`config.mk`:
```
export PLATFORM = sky130hd
export DESIGN_NAME = interval_timer
export DESIGN_NICKNAME = d
export VERILOG_FILES = /design/src/rtl/timer_pkg.sv /design/src/rtl/timer_ctrl.sv /design/src/rtl/timer_chan.sv /design/src/rtl/interval_timer.sv
export SDC_FILE = /design/constraint.sdc
export NUM_CORES = 1
export LEC_CHECK = 0
export ABC_AREA = 1
export ABC_CLOCK_PERIOD_IN_PS = 1800
export BUFFER_PORTS_ARGS = -buffer_cell sky130_fd_sc_hd__buf_2
export CAP_MARGIN = 20
export CORE_MARGIN = 2
export CORE_UTILIZATION = 40
export DETAILED_ROUTE_END_ITERATION = 16
export PLACE_DENSITY = 0.65
export SLEW_MARGIN = 40
export SYNTH_ARGS = -nofsm -noshare
export SYNTH_HDL_FRONTEND = slang
export SYNTH_HIERARCHICAL = 1
export SYNTH_SLANG_ARGS = --single-unit
export TNS_END_PERCENT = 50
```
`constraint.sdc`:
```
create_clock -name clk -period 1.8 [get_ports clk]
set_clock_uncertainty 0.15 [all_clocks]
set_input_delay 0.18 -clock clk [delete_from_list [all_inputs] [get_ports clk]]
set_output_delay 0.18 -clock clk [all_outputs]
set_load 0.02 [all_outputs]
```
`src/rtl/timer_pkg.sv`:
```
package timer_pkg;
  localparam int NUM_CHAN = 3;
  localparam int CNT_W    = 16;
  localparam int BYTE_W   = 8;
  localparam int MODE_W   = 3;

  typedef enum logic [1:0] {
    AM_NONE = 2'b00,
    AM_LO   = 2'b01,
    AM_HI   = 2'b10,
    AM_LOHI = 2'b11
  } acc_mode_e;

  localparam logic [MODE_W-1:0] OPM_TERM = 3'b000;
  localparam logic [MODE_W-1:0] OPM_RATE = 3'b010;

  // channel field 3 has no channel behind it and folds onto channel 0
  function automatic logic [1:0] chan_index(input logic [1:0] field);
    return (field == 2'd3) ? 2'd0 : field;
  endfunction

  // new register value after a byte write under the given access mode
  function automatic logic [CNT_W-1:0] merge_byte(input logic [CNT_W-1:0] old_v,
                                                  input acc_mode_e am,
                                                  input logic [BYTE_W-1:0] b);
    case (am)
      AM_LO, AM_LOHI: return {old_v[CNT_W-1:BYTE_W], b};
      AM_HI:          return {b, old_v[BYTE_W-1:0]};
      default:        return old_v;
    endcase
  endfunction

  // byte returned for a counter read under the given access mode
  function automatic logic [BYTE_W-1:0] pick_byte(input logic [CNT_W-1:0] v,
                                                  input acc_mode_e am);
    case (am)
      AM_LO, AM_LOHI: return v[BYTE_W-1:0];
      AM_HI:          return v[CNT_W-1:BYTE_W];
      default:        return '0;
    endcase
  endfunction
endpackage

```
`src/rtl/timer_ctrl.sv`:
```
module timer_ctrl
  import timer_pkg::*;
(
  input  logic                           clk,
  input  logic                           rst_n,
  input  logic                           ctrl_wr,
  input  logic                           cnt_acc,
  input  logic [BYTE_W-1:0]              wdata,
  output logic [BYTE_W-1:0]              ctrl_q,
  output acc_mode_e                      am,
  output logic [NUM_CHAN-1:0][MODE_W-1:0] mode_q
);
  assign am = acc_mode_e'(ctrl_q[5:4]);

  always_ff @(posedge clk) begin
    if (!rst_n) begin
      ctrl_q <= '0;
    end else if (ctrl_wr) begin
      ctrl_q <= wdata;
    end else if (cnt_acc && am == AM_LOHI) begin
      ctrl_q[4] <= 1'b0;
    end
  end

  for (genvar i = 0; i < NUM_CHAN; i++) begin : g_mode
    always_ff @(posedge clk) begin
      if (!rst_n) begin
        mode_q[i] <= OPM_RATE;
      end else if (ctrl_wr && chan_index(wdata[7:6]) == 2'(i)) begin
        mode_q[i] <= wdata[3:1];
      end
    end
  end

  p_ctrl_store_r1: assert property (@(posedge clk) disable iff (!rst_n)
    ctrl_wr |=> ctrl_q == $past(wdata));

  p_seq_to_high_r5: assert property (@(posedge clk) disable iff (!rst_n)
    (cnt_acc && !ctrl_wr && am == AM_LOHI) |=> am == AM_HI);
endmodule

```
`src/rtl/timer_chan.sv`:
```
module timer_chan
  import timer_pkg::*;
(
  input  logic              clk,
  input  logic              rst_n,
  input  logic              wr_en,
  input  logic [BYTE_W-1:0] wdata,
  input  acc_mode_e         am,
  input  logic              tick,
  input  logic [MODE_W-1:0] opmode,
  output logic [CNT_W-1:0]  prog_q,
  output logic              term
);
  logic [CNT_W-1:0] cnt_q;
  logic             armed_q;
  logic             load;
  logic [CNT_W-1:0] prog_nx;

  assign load    = wr_en && (am != AM_NONE);
  assign prog_nx = merge_byte(prog_q, am, wdata);
  assign term    = tick && armed_q && !load && (cnt_q == CNT_W'(1));

  always_ff @(posedge clk) begin
    if (!rst_n) begin
      prog_q  <= '0;
      cnt_q   <= '0;
      armed_q <= 1'b0;
    end else if (load) begin
      prog_q  <= prog_nx;
      cnt_q   <= prog_nx;
      armed_q <= 1'b1;
    end else if (term) begin
      if (opmode == OPM_TERM) begin
        cnt_q   <= '0;
        armed_q <= 1'b0;
      end else begin
        cnt_q <= prog_q;
      end
    end else if (tick && armed_q) begin
      cnt_q <= cnt_q - CNT_W'(1);
    end
  end

  p_low_keeps_high_r3: assert property (@(posedge clk) disable iff (!rst_n)
    (wr_en && am == AM_LO) |=> prog_q[CNT_W-1:BYTE_W] == $past(prog_q[CNT_W-1:BYTE_W]));

  p_term_halts_r8: assert property (@(posedge clk) disable iff (!rst_n)
    (term && opmode == OPM_TERM) |=> (cnt_q == '0 && !armed_q));

  p_idle_stable_r8: assert property (@(posedge clk) disable iff (!rst_n)
    (!armed_q && !load) |=> $stable(cnt_q));

  p_rate_reload_r9: assert property (@(posedge clk) disable iff (!rst_n)
    (term && opmode != OPM_TERM) |=> cnt_q == $past(prog_q));
endmodule

```
`src/rtl/interval_timer.sv`:
```
module interval_timer
  import timer_pkg::*;
(
  input  logic       clk,
  input  logic       rst_n,
  input  logic       bus_sel,
  input  logic       bus_wr,
  input  logic [1:0] bus_addr,
  input  logic [7:0] bus_wdata,
  output logic [7:0] bus_rdata,
  input  logic       tick_en,
  output logic       irq
);
  localparam logic [1:0] CTRL_ADDR = 2'd3;

  logic                            ctrl_wr;
  logic                            cnt_acc;
  logic [BYTE_W-1:0]               ctrl_q;
  acc_mode_e                       am;
  logic [NUM_CHAN-1:0][MODE_W-1:0] mode_q;
  logic [NUM_CHAN-1:0][CNT_W-1:0]  prog_w;
  logic [NUM_CHAN-1:0]             term_w;
  logic                            irq_set;

  assign ctrl_wr = bus_sel && bus_wr && (bus_addr == CTRL_ADDR);
  assign cnt_acc = bus_sel && (bus_addr != CTRL_ADDR);

  timer_ctrl u_ctrl (
    .clk     (clk),
    .rst_n   (rst_n),
    .ctrl_wr (ctrl_wr),
    .cnt_acc (cnt_acc),
    .wdata   (bus_wdata),
    .ctrl_q  (ctrl_q),
    .am      (am),
    .mode_q  (mode_q)
  );

  for (genvar i = 0; i < NUM_CHAN; i++) begin : g_chan
    timer_chan u_chan (
      .clk    (clk),
      .rst_n  (rst_n),
      .wr_en  (bus_sel && bus_wr && bus_addr == 2'(i)),
      .wdata  (bus_wdata),
      .am     (am),
      .tick   (tick_en),
      .opmode (mode_q[i]),
      .prog_q (prog_w[i]),
      .term   (term_w[i])
    );
  end

  always_comb begin
    case (bus_addr)
      2'd0:    bus_rdata = pick_byte(prog_w[0], am);
      2'd1:    bus_rdata = pick_byte(prog_w[1], am);
      2'd2:    bus_rdata = pick_byte(prog_w[2], am);
      default: bus_rdata = ctrl_q;
    endcase
  end

  assign irq_set = term_w[0] && (mode_q[0] == OPM_TERM);

  always_ff @(posedge clk) begin
    if (!rst_n)       irq <= 1'b0;
    else if (irq_set) irq <= 1'b1;
    else if (bus_sel) irq <= 1'b0;
  end

  p_irq_ack_r10: assert property (@(posedge clk) disable iff (!rst_n)
    (bus_sel && !irq_set) |=> !irq);

  p_irq_from_ch0_r12: assert property (@(posedge clk) disable iff (!rst_n)
    $rose(irq) |-> $past(term_w[0]));
endmodule

```
==> results.cfg <==
[status]
status = finished, violations left
violations = setup timing

[die]
die-width_um = 114
start_util = 0.407
ioPinCount = 24
die_h_um = 114
coreArea_um2 = 11900
rows = 40
dieArea_um2 = 13000

[power]
internal_power_mw = 2.96
pwr-share-comb = 0.100
pwr-share-clk = 0.460
p_sw_uw = 980
p_leak_nw = 2.60
ir_worst_vdd_uv = 447
p_sw_frac = 0.249
p_per_area_nw_per_um2 = 690
seq_power_share = 0.440

[drt]
dr.pass1.iters = 5
drc = 0
ant_nets = 0
vias_per_cell = 5.06
routed_wirelength_mm = 13.8
wl_per_cell_um = 14.0
vias = 4961
drt_iter0_markers = 306

[worst_setup_path]
crit_type = register to output port
arrival_ns = 1.54
endpoint_kind = output port
critical_path.top_delay_family = simple AND/OR/NAND/NOR gates
slowest_delay_ns = 0.35
cp_max_fo = 8
worstPathRequired_ns = 1.47
crit_slowest_cell = dfxtp_4
cp-start-kind = register
crit_buf_inv = 2
crit_path_frequent_cell = nand2_1
path_cells = buf_12 -> nor2_4 -> nand2_1 -> nand2_1 -> nand2_1 -> nand4_1 -> buf_4

[place]
dp_hpwl_mm = 9.60
io_buffer_count = 23
place.gp.congestion = 0.899
place_ws_ns = -0.00617
placed_area_um2 = 5220

[cts]
cts_sinks = 77
clk_latency_ns = 0.34
cts.clk_slew.worst_paths_ns = 0.06
h-tree-depth = 3
cts_buffers = 9
cts_tree = done
cts.path.max_buffers = 2
cts-root-buf = clkbuf_16

[cells_and_area]
multi_input_area_um2 = 2830
seq_area_um2 = 1550
fillerInstances = 1257
diodes = 0
finalInstanceArea_um2 = 5710
nets = 847
drive_gt1_frac = 0.163
synthToLayoutAreaGrowth_pct = 17.7

[timing]
hold_viol_final = 0
worst_slew_pin_slew_ns = 0.566
maxSlewViolCount = 0
fmax_mhz = 534
period_needed_ns = 1.87
setup_viol = 7
relSlewSlack = 0.622
layout_setup_ws_ns = -0.0719
rsz0062_at_grt = yes
fin_setup_tns_ns = -0.341
period_share = 1.04

[logic_synthesis]
ys_warn_count = 6
synthCells = 782
syn-cell-area_um2 = 4850
avgSynthCellArea_um2 = 6.21
syn_nets = 800

[min_path]
hp-class = primary input to register

[grt]
grt_pass1_vias = 4488
grt_max_degree = 32
gr-total-overflow = 0
track_usage = 0.213
grt_pass1_wl_mm = 22.1
antenna_found_initial = 0

[flow_run]
drv_cap = 0
worst paths after layout:
| check | from | endpoint | slack (ns) | cells after the start |
|---|---|---|---|---|
| worst max-delay path | u_ctrl/ctrl_q[4]$_SDFFE_PN0P_ | bus_rdata[4] | -0.07 | 7 |
| worst max register to register | u_ctrl/ctrl_q[5]$_SDFFE_PN0P_ | g_chan[0].u_chan/cnt_q[11]$_SDFFE_PN0P_ | 0.02 | 9 |
| worst min-delay path | bus_wdata[5] | u_ctrl/ctrl_q[5]$_SDFFE_PN0P_ | 0.06 | 3 |
| worst min register to register | u_ctrl/ctrl_q[3]$_SDFFE_PN0P_ | u_ctrl/ctrl_q[3]$_SDFFE_PN0P_ | 0.31 | 2 |
registers in the layout (all words and copies together), names as in the netlist:
signal / count
g_chan.u_chan/armed_q: 1
g_chan.u_chan/prog_q: 48
irq: 1
g_chan.u_chan/cnt_q: 16
u_ctrl/ctrl_q: 8
u_ctrl/mode_q: 3
stage by stage:
stage / utilization / hold WS, ns / std cells / power (mW)
floorplan: - / 0.153 / 782 / 2.01
global placement: 0.438 / 0.301 / 954 / 2.14
detailed placement: 0.438 / 0.302 / 954 / 2.14
CTS: 0.469 / 0.0425 / 975 / 3.96
global route: 0.480 / 0.0591 / 981 / 4.08
finish: 0.480 / 0.0599 / 981 / 3.94
layer usage:
layer / GRT usage / routed length (µm) / up-vias
met5: 0 / 0 / -
met3: 0.0381 / 584 / 24
li1: - / - / 2589
met2: 0.351 / 6200 / 104
met4: 0.0650 / 287 / 0
met1: 0.283 / 6680 / 2244
tightest hold or removal path: stages:
cell and delay (ns):
buf_2 0.17, nor2_1 0.11, nor2_1 0.05
cell usage in the layout (no fill, tap or decap), drive strengths merged:
cell and instances:
nand2 293, clkinv 2, a21oi 75, nand3 43
ha 3, nand4 10, a21boi 1, xnor2 4
o211ai 4, nor3b 1, a21o 2, bufinv 1
nor3 9, dfxtp 77, buf 66, clkbuf 13
dlygate4sd3 1, nand3b 2, o21ai 64, nor2 88
clkinvlp 1, inv 74
area by class of cell:
cell class	instances	area share
multi-input cells	599	0.494
clock inverters	4	0.00832
flip-flops and latches	77	0.271
repair buffers	68	0.0998
clock buffers	12	0.0431
well taps	147	0.0322
inverters	74	0.0512
power groups by stage:
stage               sequential, mW  combinational (mW)  clock [mW]
floorplan                     1.77               0.238           0
global placement              1.77               0.368           0
detailed placement            1.77               0.367           0
CTS                           1.73               0.381        1.85
global route                  1.73               0.436        1.91
finish                        1.73               0.394        1.81
repair_timing:
action	CTS	global route
cloned	0	2
buffers inserted	4	4
hold buffers	1	0
gates resized for setup	15	20
pin swaps	4	7
endpoints found under the setup margin	8	23
hold endpoints to repair	1	0
No activity file was read; power rests on OpenSTA's default activity.
